**src/rtl/st_pkg.sv**
```systemverilog
package st_pkg;

    localparam int ST_WORD_W   = 32;
    localparam int ST_LO_SHIFT = 19;
    localparam int ST_LO_W     = ST_WORD_W - ST_LO_SHIFT;
    localparam int ST_HI_W     = 3;

    typedef enum logic {
        ST_SEL_LO = 1'b0,
        ST_SEL_HI = 1'b1
    } st_sel_e;

    typedef struct packed {
        logic                 wr;
        st_sel_e              sel;
        logic [ST_WORD_W-1:0] data;
    } st_access_t;

    typedef struct packed {
        logic [ST_HI_W-1:0] hi;
        logic [ST_LO_W-1:0] lo;
    } st_words_t;

    // Force a count into [mn, mx]
    function automatic logic [ST_LO_W-1:0] st_clamp(input int v, input int mn, input int mx);
        int r;
        r = v;
        if (r < mn) r = mn;
        if (r > mx) r = mx;
        return ST_LO_W'(r);
    endfunction

    // Present a stored word in its bus bit placement
    function automatic logic [ST_WORD_W-1:0] st_view(input st_sel_e sel, input st_words_t w);
        if (sel == ST_SEL_HI)
            return {{(ST_WORD_W-ST_HI_W){1'b0}}, w.hi};
        return {w.lo, {ST_LO_SHIFT{1'b0}}};
    endfunction

endpackage

```
**src/rtl/st_hi_reg.sv**
```systemverilog
module st_hi_reg
    import st_pkg::*;
(
    input  logic                 clk,
    input  logic                 rst,
    input  logic                 wr_en,
    input  logic [ST_WORD_W-1:0] wdata,
    output logic [ST_HI_W-1:0]   hi_q
);
    always_ff @(posedge clk) begin
        if (rst)
            hi_q <= '0;
        else if (wr_en)
            hi_q <= wdata[ST_HI_W-1:0];
    end
endmodule

```
**src/rtl/st_lo_reg.sv**
```systemverilog
module st_lo_reg
    import st_pkg::*;
#(
    parameter int LO_MIN  = 800,
    parameter int LO_MAX  = 7999,
    parameter int LO_INIT = 500
) (
    input  logic                 clk,
    input  logic                 rst,
    input  logic                 wr_en,
    input  logic [ST_WORD_W-1:0] wdata,
    output logic [ST_LO_W-1:0]   lo_q
);
    localparam logic [ST_LO_W-1:0] LO_RST = st_clamp(LO_INIT, LO_MIN, LO_MAX);

    logic [ST_LO_W-1:0] raw_cnt;
    logic [ST_LO_W-1:0] lim_cnt;

    always_comb begin
        raw_cnt = wdata[ST_WORD_W-1:ST_LO_SHIFT];
        lim_cnt = st_clamp(int'(raw_cnt), LO_MIN, LO_MAX);
    end

    always_ff @(posedge clk) begin
        if (rst)
            lo_q <= LO_RST;
        else if (wr_en)
            lo_q <= lim_cnt;
    end
endmodule

```
**src/rtl/st_combine.sv**
```systemverilog
module st_combine
    import st_pkg::*;
#(
    parameter int CYC_PER_SEC = 8000,
    parameter int TO_W        = 16,
    parameter int RST_VAL     = 800
) (
    input  logic               clk,
    input  logic               rst,
    input  logic               upd,
    input  logic [ST_HI_W-1:0] hi,
    input  logic [ST_LO_W-1:0] lo,
    output logic [TO_W-1:0]    timeout
);
    logic [TO_W-1:0] sum;

    always_comb begin
        sum = TO_W'(hi) * TO_W'(CYC_PER_SEC) + TO_W'(lo);
    end

    always_ff @(posedge clk) begin
        if (rst)
            timeout <= TO_W'(RST_VAL);
        else if (upd)
            timeout <= sum;
    end
endmodule

```
**src/rtl/st_split_timeout.sv**
```systemverilog
module st_split_timeout
    import st_pkg::*;
#(
    parameter int LO_MIN      = 800,
    parameter int LO_MAX      = 7999,
    parameter int LO_INIT     = 500,
    parameter int CYC_PER_SEC = 8000,
    parameter int TO_W        = $clog2(((1 << ST_HI_W) - 1) * CYC_PER_SEC + LO_MAX + 1)
) (
    input  logic                 clk,
    input  logic                 rst,
    input  logic                 acc_wr,
    input  logic                 acc_sel,
    input  logic [ST_WORD_W-1:0] acc_wdata,
    output logic [ST_WORD_W-1:0] acc_rdata,
    output logic [TO_W-1:0]      timeout_cycles
);
    localparam int LO_RST = int'(st_clamp(LO_INIT, LO_MIN, LO_MAX));

    st_access_t acc;
    st_words_t  words;
    logic       wr_hi;
    logic       wr_lo;
    logic       upd_q;

    always_comb begin
        acc.wr   = acc_wr;
        acc.sel  = st_sel_e'(acc_sel);
        acc.data = acc_wdata;
        wr_hi    = acc.wr && (acc.sel == ST_SEL_HI);
        wr_lo    = acc.wr && (acc.sel == ST_SEL_LO);
    end

    st_hi_reg u_hi (
        .clk   (clk),
        .rst   (rst),
        .wr_en (wr_hi),
        .wdata (acc.data),
        .hi_q  (words.hi)
    );

    st_lo_reg #(
        .LO_MIN  (LO_MIN),
        .LO_MAX  (LO_MAX),
        .LO_INIT (LO_INIT)
    ) u_lo (
        .clk   (clk),
        .rst   (rst),
        .wr_en (wr_lo),
        .wdata (acc.data),
        .lo_q  (words.lo)
    );

    // Recompute the sum on the cycle after any write
    always_ff @(posedge clk) begin
        if (rst)
            upd_q <= 1'b0;
        else
            upd_q <= acc.wr;
    end

    st_combine #(
        .CYC_PER_SEC (CYC_PER_SEC),
        .TO_W        (TO_W),
        .RST_VAL     (LO_RST)
    ) u_comb (
        .clk     (clk),
        .rst     (rst),
        .upd     (upd_q),
        .hi      (words.hi),
        .lo      (words.lo),
        .timeout (timeout_cycles)
    );

    assign acc_rdata = st_view(acc.sel, words);

endmodule

```
**config.mk**
```make
export PLATFORM = sky130hd
export DESIGN_NAME = st_split_timeout
export DESIGN_NICKNAME = d
export VERILOG_FILES = /design/src/rtl/st_pkg.sv /design/src/rtl/st_hi_reg.sv /design/src/rtl/st_lo_reg.sv /design/src/rtl/st_combine.sv /design/src/rtl/st_split_timeout.sv
export SDC_FILE = /design/constraint.sdc
export NUM_CORES = 1
export LEC_CHECK = 0
export BUFFER_PORTS_ARGS = -buffer_cell sky130_fd_sc_hd__buf_2
export CAP_MARGIN = 20
export CORE_MARGIN = 10
export CORE_UTILIZATION = 44
export CTS_CLUSTER_SIZE = 25
export DETAILED_ROUTE_END_ITERATION = 8
export PLACE_DENSITY_LB_ADDON = 0.12
export SLEW_MARGIN = 20
export SYNTH_ARGS = -nofsm -noshare
export SYNTH_HDL_FRONTEND = slang
export SYNTH_SLANG_ARGS = --single-unit
```
**constraint.sdc**
```tcl
create_clock -name clk -period 2.96 [get_ports clk]
set_input_delay 0.444 -clock clk [delete_from_list [all_inputs] [get_ports clk]]
set_output_delay 0.444 -clock clk [all_outputs]
set_load 0.03 [all_outputs]
```
# Yosys cells after proc, flatten, opt, wreduce, memory -nomap -nowiden
# Cells that the tools add are included.
[word_totals] register_bits=33 in_bits=36 out_inout_bits=48 wordCells=16
[classes] addsub=1 multipliers=1 magnitude_cmp=2 muxes=5 bitwise=1 n_reduce_logical=2
[op_table] cell="32-bit 2-to-1 mux" count=2
[op_table] cell="13-bit 2-to-1 mux" count=2
[op_table] cell="16-bit by 13-bit adder with 16-bit output" count=1
[op_table] cell="13-bit greater-than comparator, second input constant" count=1
[op_table] cell="13-bit by 10-bit less-than comparator with 1-bit output, second input constant" count=1
[op_table] cell="3-bit by 7-bit multiplier with 10-bit output, second input constant" count=1
[op_table] cell="1-bit logical AND" count=2
[op_table] cell="1-bit 2-to-1 mux" count=1
[op_table] cell="1-bit NOT" count=1

# Logic depth before layout (Yosys ltp)
# Gate-level depths: netlist of the first run.
[logic_depth] ltp_word=4 depth_mapped=12 ltp_nobuf=12

# By module
# Synthesis of the first run repeated with hierarchy kept, for this count alone.
[unflattened] hier_cells=241 hier_area_um2=2199.6
[modules_own_cells] module="st_combine" n_inst=1 cells_each=132 area_per_inst_um2=1247.4 seq_area_each_um2=320.3
[modules_own_cells] module="st_lo_reg" n_inst=1 cells_each=62 area_per_inst_um2=566.8 seq_area_each_um2=260.2
[modules_own_cells] module="st_split_timeout" n_inst=1 cells_each=38 area_per_inst_um2=284.0 seq_area_each_um2=20.0
[modules_own_cells] module="st_hi_reg" n_inst=1 cells_each=9 area_per_inst_um2=101.3 seq_area_each_um2=60.1

# Least setup slack after synthesis of the first run
# No wires, ideal clock.
[synth_timing] path_type="register to register" from="register u_hi.hi_q[0]" to="register u_comb.timeout[14]" setup_time_ns=0.086 arrival_ns=3.109 t_required_ns=2.874 slack_ns=-0.235 path_stages_with_launch=12 path_buffers=0 period_less_slack_ns=3.195 path_cell_list="dfxtp_1 > fa_1 > inv_1 > fa_1 > fa_1 > inv_1 > ha_1 > o21ai_0 > a21oi_1 > o41ai_2 > xor2_1 > a211oi_1"
[synth_via] elab_chain_cells=2
[synth_rtl] element="start: declaration" line="st_hi_reg.sv:8" rtl="output logic [ST_HI_W-1:0] hi_q"
[synth_rtl] element="start signal: assignment" line="st_hi_reg.sv:14" rtl="hi_q <= wdata[ST_HI_W-1:0];"
[synth_rtl] element="3-bit by 7-bit multiplier with 10-bit output" line="st_combine.sv:18" rtl="sum = TO_W'(hi) * TO_W'(CYC_PER_SEC) + TO_W'(lo);"
[synth_rtl] element="16-bit by 13-bit adder with 16-bit output" line="st_combine.sv:18"
[synth_rtl] element="end signal: assignment" line="st_combine.sv:23" rtl="timeout <= TO_W'(RST_VAL);"
[synth_rtl] element="end signal: assignment" line="st_combine.sv:25" rtl="timeout <= sum;"
[synth_rtl] element="end: declaration" line="st_combine.sv:13" rtl="output logic [TO_W-1:0] timeout"
# Every way passes these cells.
# A chain may end at the register's enable or synchronous reset.

# Worst setup path after layout of the first run
[layout_timing] from="register u_hi.hi_q[2]" to="register u_comb.timeout[15]"
# Same word-level chain as after synthesis.

==> results by group, run 1 <==
Place
  • DP Area: 2380 µm²
  • PortBufs: 51
  • RePlAce Congestion: 0.848
  • DP HPWL: 3890 µm

STA
  • Worst slew pin tran: 0.657 ns
  • Fin. Hold Viols: 0
  • Final count of negative-setup-slack endpoints: 1
  • Slew HR: 0.562
  • Hold slack: 0.395 ns
  • Final critical-path required period: 2.97 ns
  • Tcrit/Tclk final: 1.00
  • Aggregate negative setup slack: -0.00666 ns
  • Unrepaired setup endpoints after global routing: true
  • Setup ws final: -0.00666 ns
  • Max Clock Freq: 337 MHz
  • Clock Skew: 0.00597 ns
  • Max-slew violations: 0

Setup path
  • Critical path startpoint category: flip-flop
  • Worst Path Max Fanout: 3
  • Worst Path Required: 3.16 ns
  • Kind of critical path: flip-flop to flip-flop
  • Critical Path AT: 3.17 ns
  • Crit end category: flip-flop

Clock network
  • CTS tree: done
  • CTS root buf: clkbuf_8
  • CTS H-tree depth: 2
  • Total CTS buffers: 5
  • Clk slew on worst S/H paths: 0.07 ns
  • CTS max path bufs: 2
  • Clk sink count: 33
  • Hold Buf Count CTS: 0
  • Clk Latency, worst-skew pair: 0.29 ns

Final layout
  • Most common cell after layout, fill and taps aside: buf_2
  • Most frequent cells in the layout: buf_2 (51), dfxtp_1 (30), nor2_1 (25)
  • Final core utilization: 0.572
  • Area grow syn2layout: 22.7%
  • Proportion of layout cells with a drive suffix above 1: 0.304
  • Final net count: 361
  • Design Area, Final: 2560 µm²
  • ANT cells: 0

Power and ir drop
  • Max VDD drop: 260 µV
  • Pwr/cell area: 451 nW/µm²
  • Leak: 0.00119 µW
  • Overall Power: 1160 µW

Route
  • DR vias: 1785
  • Antenna Nets Post-Route: 0
  • Routed WL per cell: 14.4 µm
  • DRC Markers: 0
  • WL final: 5150 µm
  • Vias per cell: 4.99
  • DRT iter0 DRCs: 73
  • First-pass DRT Iterations: 4

Floorplan
  • # rows: 24
  • # IOs: 84
  • Die ar.: 7890 µm²
  • Initial Utilization: 0.466
  • Die Ht: 88.8 µm
  • Core Region: 4470 µm²
  • Chip Width: 88.8 µm

Synth
  • Post-synth EDFFs: 0
  • Ys flop type: dfxtp_1
  • YS warnings: 0
  • Mapped Cells: 243
  • Post-synthesis cell area: 2080 µm²
  • Area leader, netlist: dfxtp_1
  • Ys async rst share: 0
  • Area contributors post-synth: dfxtp_1 (32%), ha_1 (9.0%), buf_4 (5.8%)
  • Register area share after synthesis: 0.317
  • Synthesis-stage register bit count: 33
  • Yosys cell types: 42
  • Yosys top cell area share: 0.317
  • Mean Syn Cell Area: 8.58 µm²

Global route
  • Initial antenna violation count: 0
  • Largest net degree at the start of global routing: 37
  • GRT Util Overall: 0.132
  • First-pass GRT wire length: 8230 µm
  • Number of global-route vias before repair: 1767
  • Grt total ovfl: 0

Flow run
  • Max Cap Viol: 0

Run status
  • Violated checks: negative setup slack
  • Status: complete, but fails checks

Hold path
  • Worst Hold Class: primary input to flip-flop
==> power by group <==
| part | leakage, µW | total [µW] | switching, µW | internal, µW |
|---|---|---|---|---|
| logic | 0.000872 | 308 | 192 | 116 |
| registers | 0.000272 | 483 | 16.3 | 467 |
| clock network | 0.0000512 | 364 | 176 | 188 |
| total | 0.00119 | 1160 | 383 | 772 |
==> Yosys cell counts, drive strengths merged, types with 5 or more instances <==
cell	number
ha	15
nand2	22
nor2b	17
a21oi	14
mux2i	8
fa	5
a211oi	10
o21ai	7
nor2	25
inv	16
dfxtp	33
buf	21
==> layer usage <==
layer / GRT usage / routed length (µm) / vias up
met4: 0.0426 / 55 / 0
met2: 0.203 / 2340 / 49
li1: - / - / 912
met1: 0.168 / 2420 / 818
met5: 0 / 0 / -
met3: 0.0450 / 340 / 6
==> stage by stage <==
stage	std cells	setup WS, ns
after floorplan	258	0.00710
after global placement	345	-0.00376
after detailed placement	345	-0.0402
after CTS	355	0.00407
after global routing	358	-0.138
final	358	-0.00666
==> worst max-delay path, cell delays in order (launching register included) <==
cell     delay (ns)
dfxtp_2        0.34
fa_1           0.58
inv_2          0.06
fa_2           0.35
fa_1           0.51
inv_2          0.05
ha_4           0.28
o21ai_4        0.07
a21oi_2        0.17
buf_4          0.14
a31oi_2        0.08
o32ai_2        0.25
==> path summary, 6_finish.rpt <==
check / start / cells after the start / slack [ns] / end
worst max-delay path: u_hi.hi_q[2]$_SDFFE_PP0P_ / 11 / -0.007 / u_comb.timeout[15]$_SDFFE_PP0P_
worst min-delay path: acc_wdata[0] / 3 / 0.39 / u_hi.hi_q[0]$_SDFFE_PP0P_
worst max register to register: u_hi.hi_q[2]$_SDFFE_PP0P_ / 11 / -0.007 / u_comb.timeout[15]$_SDFFE_PP0P_
worst min register to register: u_comb.timeout[13]$_SDFFE_PP0P_ / 2 / 0.47 / u_comb.timeout[13]$_SDFFE_PP0P_
==> repair_timing <==
item | CTS | global route
pin swaps | 4 | 4
gates resized for setup | 4 | 10
endpoints found under the hold margin | 0 | 0
endpoints found under the setup margin | 1 | 3
buffers inserted | 2 | 3
==> kinds of logic after synthesis <==
kind of cell             count (synthesis)  share of synthesized area
AO/OA/AOI/OAI                           51                      0.176
XOR/XNOR                                 7                     0.0294
adder cells (fa/ha/maj)                 20                      0.138
buffers and inverters                   41                      0.112
flip-flops                              33                      0.317
multiplexers                             8                     0.0384
other                                    1                    0.00180
AND/OR/NAND/NOR                         82                      0.188
==> final cells by class <==
cell class	count	area [µm²]
inverters	16	60.1
clock inverters	2	13.8
multi-input cells	184	1310
flip-flops and latches	33	667
repair buffers	65	364
well taps	52	65.1
clock buffers	6	82.6
fillers	435	1920
==> flip-flops by register name (all words and copies together) (netlist names) <==
name,flops
upd_q,1
u_lo.lo_q,13
u_hi.hi_q,3
u_comb.timeout,16
(Power assumes the default switching activity.)
==> run 2, diff against run 1 <==
--- a/config.mk
+++ b/config.mk
@@ -11,7 +11,10 @@
 export CORE_UTILIZATION = 44
 export CTS_CLUSTER_SIZE = 25
 export DETAILED_ROUTE_END_ITERATION = 8
+export GPL_ROUTABILITY_DRIVEN = 0
+export MAX_ROUTING_LAYER = met4
 export PLACE_DENSITY_LB_ADDON = 0.12
+export SETUP_SLACK_MARGIN = 0.2
 export SLEW_MARGIN = 20
 export SYNTH_ARGS = -nofsm -noshare
 export SYNTH_HDL_FRONTEND = slang
==> run 2 against run 1 <==
  * The flow now finishes without violations
  * Fmax rose by 0.71%
  * Worst setup slack better by 0.021 ns
  * Die area did not move
  * Worst hold slack gained 0.0043 ns
  * Total power is 1.7% lower
  * First-iteration DRC count shrank 6.8%
  * Final cell count decreased by 0.28%
  * Clock power fell by 5.5%
  * Combinational power about the same
  * Critical path depth unchanged
  * Utilization decreased by 0.056 points
  * Largest cell class unchanged
  * Largest power group unchanged
==> results by group, run 2 (synthesized netlist as in run 1, its figures left out) <==
Hold path
  • Hold depth: 3 (unchanged)
  • Worst Hold Class: primary input to flip-flop

Setup path
  • Worst reg-to-reg path cell count: 11 (unchanged)
  • Worst Path Required: 3.10 ns (-0.06 ns)
  • Critical path startpoint category: flip-flop
  • Critical Path AT: 3.08 ns (-0.09 ns)
  • Worst Path Max Fanout: 3 (unchanged)
  • Kind of critical path: flip-flop to flip-flop
  • Crit end category: flip-flop

Route
  • DRC Markers: 0 (unchanged)
  • WL met2: 2370 µm (+1.6%)
  • DRT iter0 DRCs: 68 (-6.8%)
  • Max layer used: met4
  • WL final: 5120 µm (-0.58%)
  • Vias per cell: 5.10 (+2.2%)
  • Metal-1 WL: 2380 µm (-1.6%)
  • Routed WL per cell: 14.3 µm (-0.30%)
  • Antenna Nets Post-Route: 0 (unchanged)
  • DR WL met3: 316 µm (-7.1%)
  • First-pass DRT Iterations: 4 (unchanged)
  • DR vias: 1819 (+1.9%)

Global route
  • Number of global-route vias before repair: 1761 (-0.34%)
  • Grt total ovfl: 0 (unchanged)
  • GRT Util Overall: 0.133 (+0.00130)
  • Largest net degree at the start of global routing: 37 (unchanged)
  • Initial antenna violation count: 0 (unchanged)
  • First-pass GRT wire length: 8200 µm (-0.41%)

STA
  • Max Clock Freq: 339 MHz (+0.71%)
  • Final count of negative-setup-slack endpoints: 0 (-1)
  • Slew HR: 0.565 (+0.00313)
  • Max-slew violations: 0 (unchanged)
  • Final critical-path required period: 2.95 ns (-0.0210 ns)
  • Unrepaired setup endpoints after global routing: true
  • Worst slew pin tran: 0.653 ns (-0.00470 ns)
  • Tcrit/Tclk final: 0.995 (-0.00709)
  • Fin. Hold Viols: 0 (unchanged)
  • Aggregate negative setup slack: 0 ns (+0.00666 ns)
  • Clock Skew: 0.00252 ns (-0.00344 ns)
  • Setup ws final: 0.0143 ns (+0.0210 ns)

Clock network
  • Total CTS buffers: 5 (unchanged)
  • Clk Latency, worst-skew pair: 0.28 ns (about the same)
  • CTS H-tree depth: 2 (unchanged)
  • Clk sink count: 33 (unchanged)
  • Hold Buf Count CTS: 0 (unchanged)
  • CTS root buf: clkbuf_8
  • CTS max path bufs: 2 (unchanged)
  • CTS tree: done
  • Clk slew on worst S/H paths: 0.07 ns (about the same)

Final layout
  • Max FFs per register: 16 (unchanged)
  • Final net count: 360 (-0.28%)
  • Proportion of layout cells with a drive suffix above 1: 0.292 (-0.0121)
  • ANT cells: 0 (unchanged)
  • Most frequent cells in the layout: buf_2 (51), dfxtp_1 (30), nor2_1 (25)
  • FF+latch area: 667 µm² (unchanged)
  • Multi-input gate area: 1320 µm² (+1.1%)
  • Fillers: 432 (-0.69%)
  • Top Registers: u_comb.timeout: 16 flops, u_lo.lo_q: 13 flops, u_hi.hi_q: 3 flops
  • Reg with most FFs: u_comb.timeout
  • Area grow syn2layout: 22.6% (about the same)
  • Most common cell after layout, fill and taps aside: buf_2

Place
  • Worst slack, placed: -0.00746 ns (+0.0327 ns)
  • DP HPWL: 3890 µm (about the same)
  • PortBufs: 51 (unchanged)

Floorplan
  • Initial Utilization: 0.466 (unchanged)
  • # rows: 24 (unchanged)
  • Core Region: 4470 µm² (unchanged)
  • # IOs: 84 (unchanged)
  • Chip Width: 88.8 µm (unchanged)
  • Die Ht: 88.8 µm (unchanged)
  • Die ar.: 7890 µm² (unchanged)

Flow run
  • Max Cap Viol: 0 (unchanged)

Power and ir drop
  • NetSw: 366 µW (-4.6%)
  • Pwr/cell area: 444 nW/µm² (-1.6%)
  • Switching part of the total power: 0.322 (-0.00985)
  • Internal: 770 µW (-0.21%)
  • Max VDD drop: 263 µV (+1.2%)
  • Leak: 0.00119 µW (-0.79%)
  • Comb power frac: 0.272 (+0.005)
  • Clock power share: 0.303 (-0.012)
  • Flop pwr share: 0.425 (+0.007)

Run status
  • Status: completed
[run 2: repair_timing]
item | 4_1_cts | 5_1_grt
endpoints found under the setup margin | 4 | 5
pin swaps | 2 | 2
buffers inserted | 2 | 4
gates cloned | 0 | 0
gates resized for setup | 2 | 8
[run 2: final cells by class]
type / instances / share of cell area
clock buffers: 8 / 0.0352
inverters: 16 / 0.0235
multi-input cells: 184 / 0.517
flip-flops and latches: 33 / 0.261
well taps: 52 / 0.0255
repair buffers: 64 / 0.138
[run 2: power groups by stage]
stage | combinational [µW] | clock (µW) | sequential, µW
2_1_floorplan | 207 | 0 | 512
3_3_place_gp | 282 | 0 | 492
3_5_place_dp | 284 | 0 | 492
4_1_cts | 288 | 354 | 483
5_1_grt | 339 | 377 | 486
6_report | 308 | 344 | 483
[run 2: per-layer routing]
layer  vias to the layer above  track usage
met5                         -            -
met4                         0       0.0396
met3                         7       0.0349
met2                        53        0.201
met1                       841        0.170
li1                        918            -
[run 2: worst paths after layout]
path | slack [ns] | from | to
setup reg to reg | 0.01 | u_hi.hi_q[1]$_SDFFE_PP0P_ | u_comb.timeout[15]$_SDFFE_PP0P_
setup / recovery | 0.01 | u_hi.hi_q[1]$_SDFFE_PP0P_ | u_comb.timeout[15]$_SDFFE_PP0P_
hold reg to reg | 0.47 | u_comb.timeout[8]$_SDFFE_PP1P_ | u_comb.timeout[8]$_SDFFE_PP1P_
hold / removal | 0.40 | acc_wdata[1] | u_hi.hi_q[1]$_SDFFE_PP0P_
[run 2: through the flow]
stage | utilization | total power, µW | area [µm²] | cells | hold WS [ns]
finish | 0.571 | 1140 | 2560 | 357 | 0.399
floorplan | - | 719 | 2170 | 258 | 0.449
CTS | 0.553 | 1120 | 2470 | 353 | 0.397
global route | 0.571 | 1200 | 2560 | 357 | 0.408
detailed placement | 0.529 | 776 | 2370 | 343 | 0.455
global placement | 0.529 | 774 | 2370 | 343 | 0.457
[run 2: critical path, stage by stage, from the launching register on]
cell	delay (ns)
dfxtp_2	0.34
fa_1	0.58
inv_2	0.05
fa_2	0.35
fa_1	0.50
inv_2	0.05
ha_4	0.24
o21ai_4	0.18
a21oi_4	0.08
buf_4	0.15
a31oi_2	0.19
o32ai_2	0.10
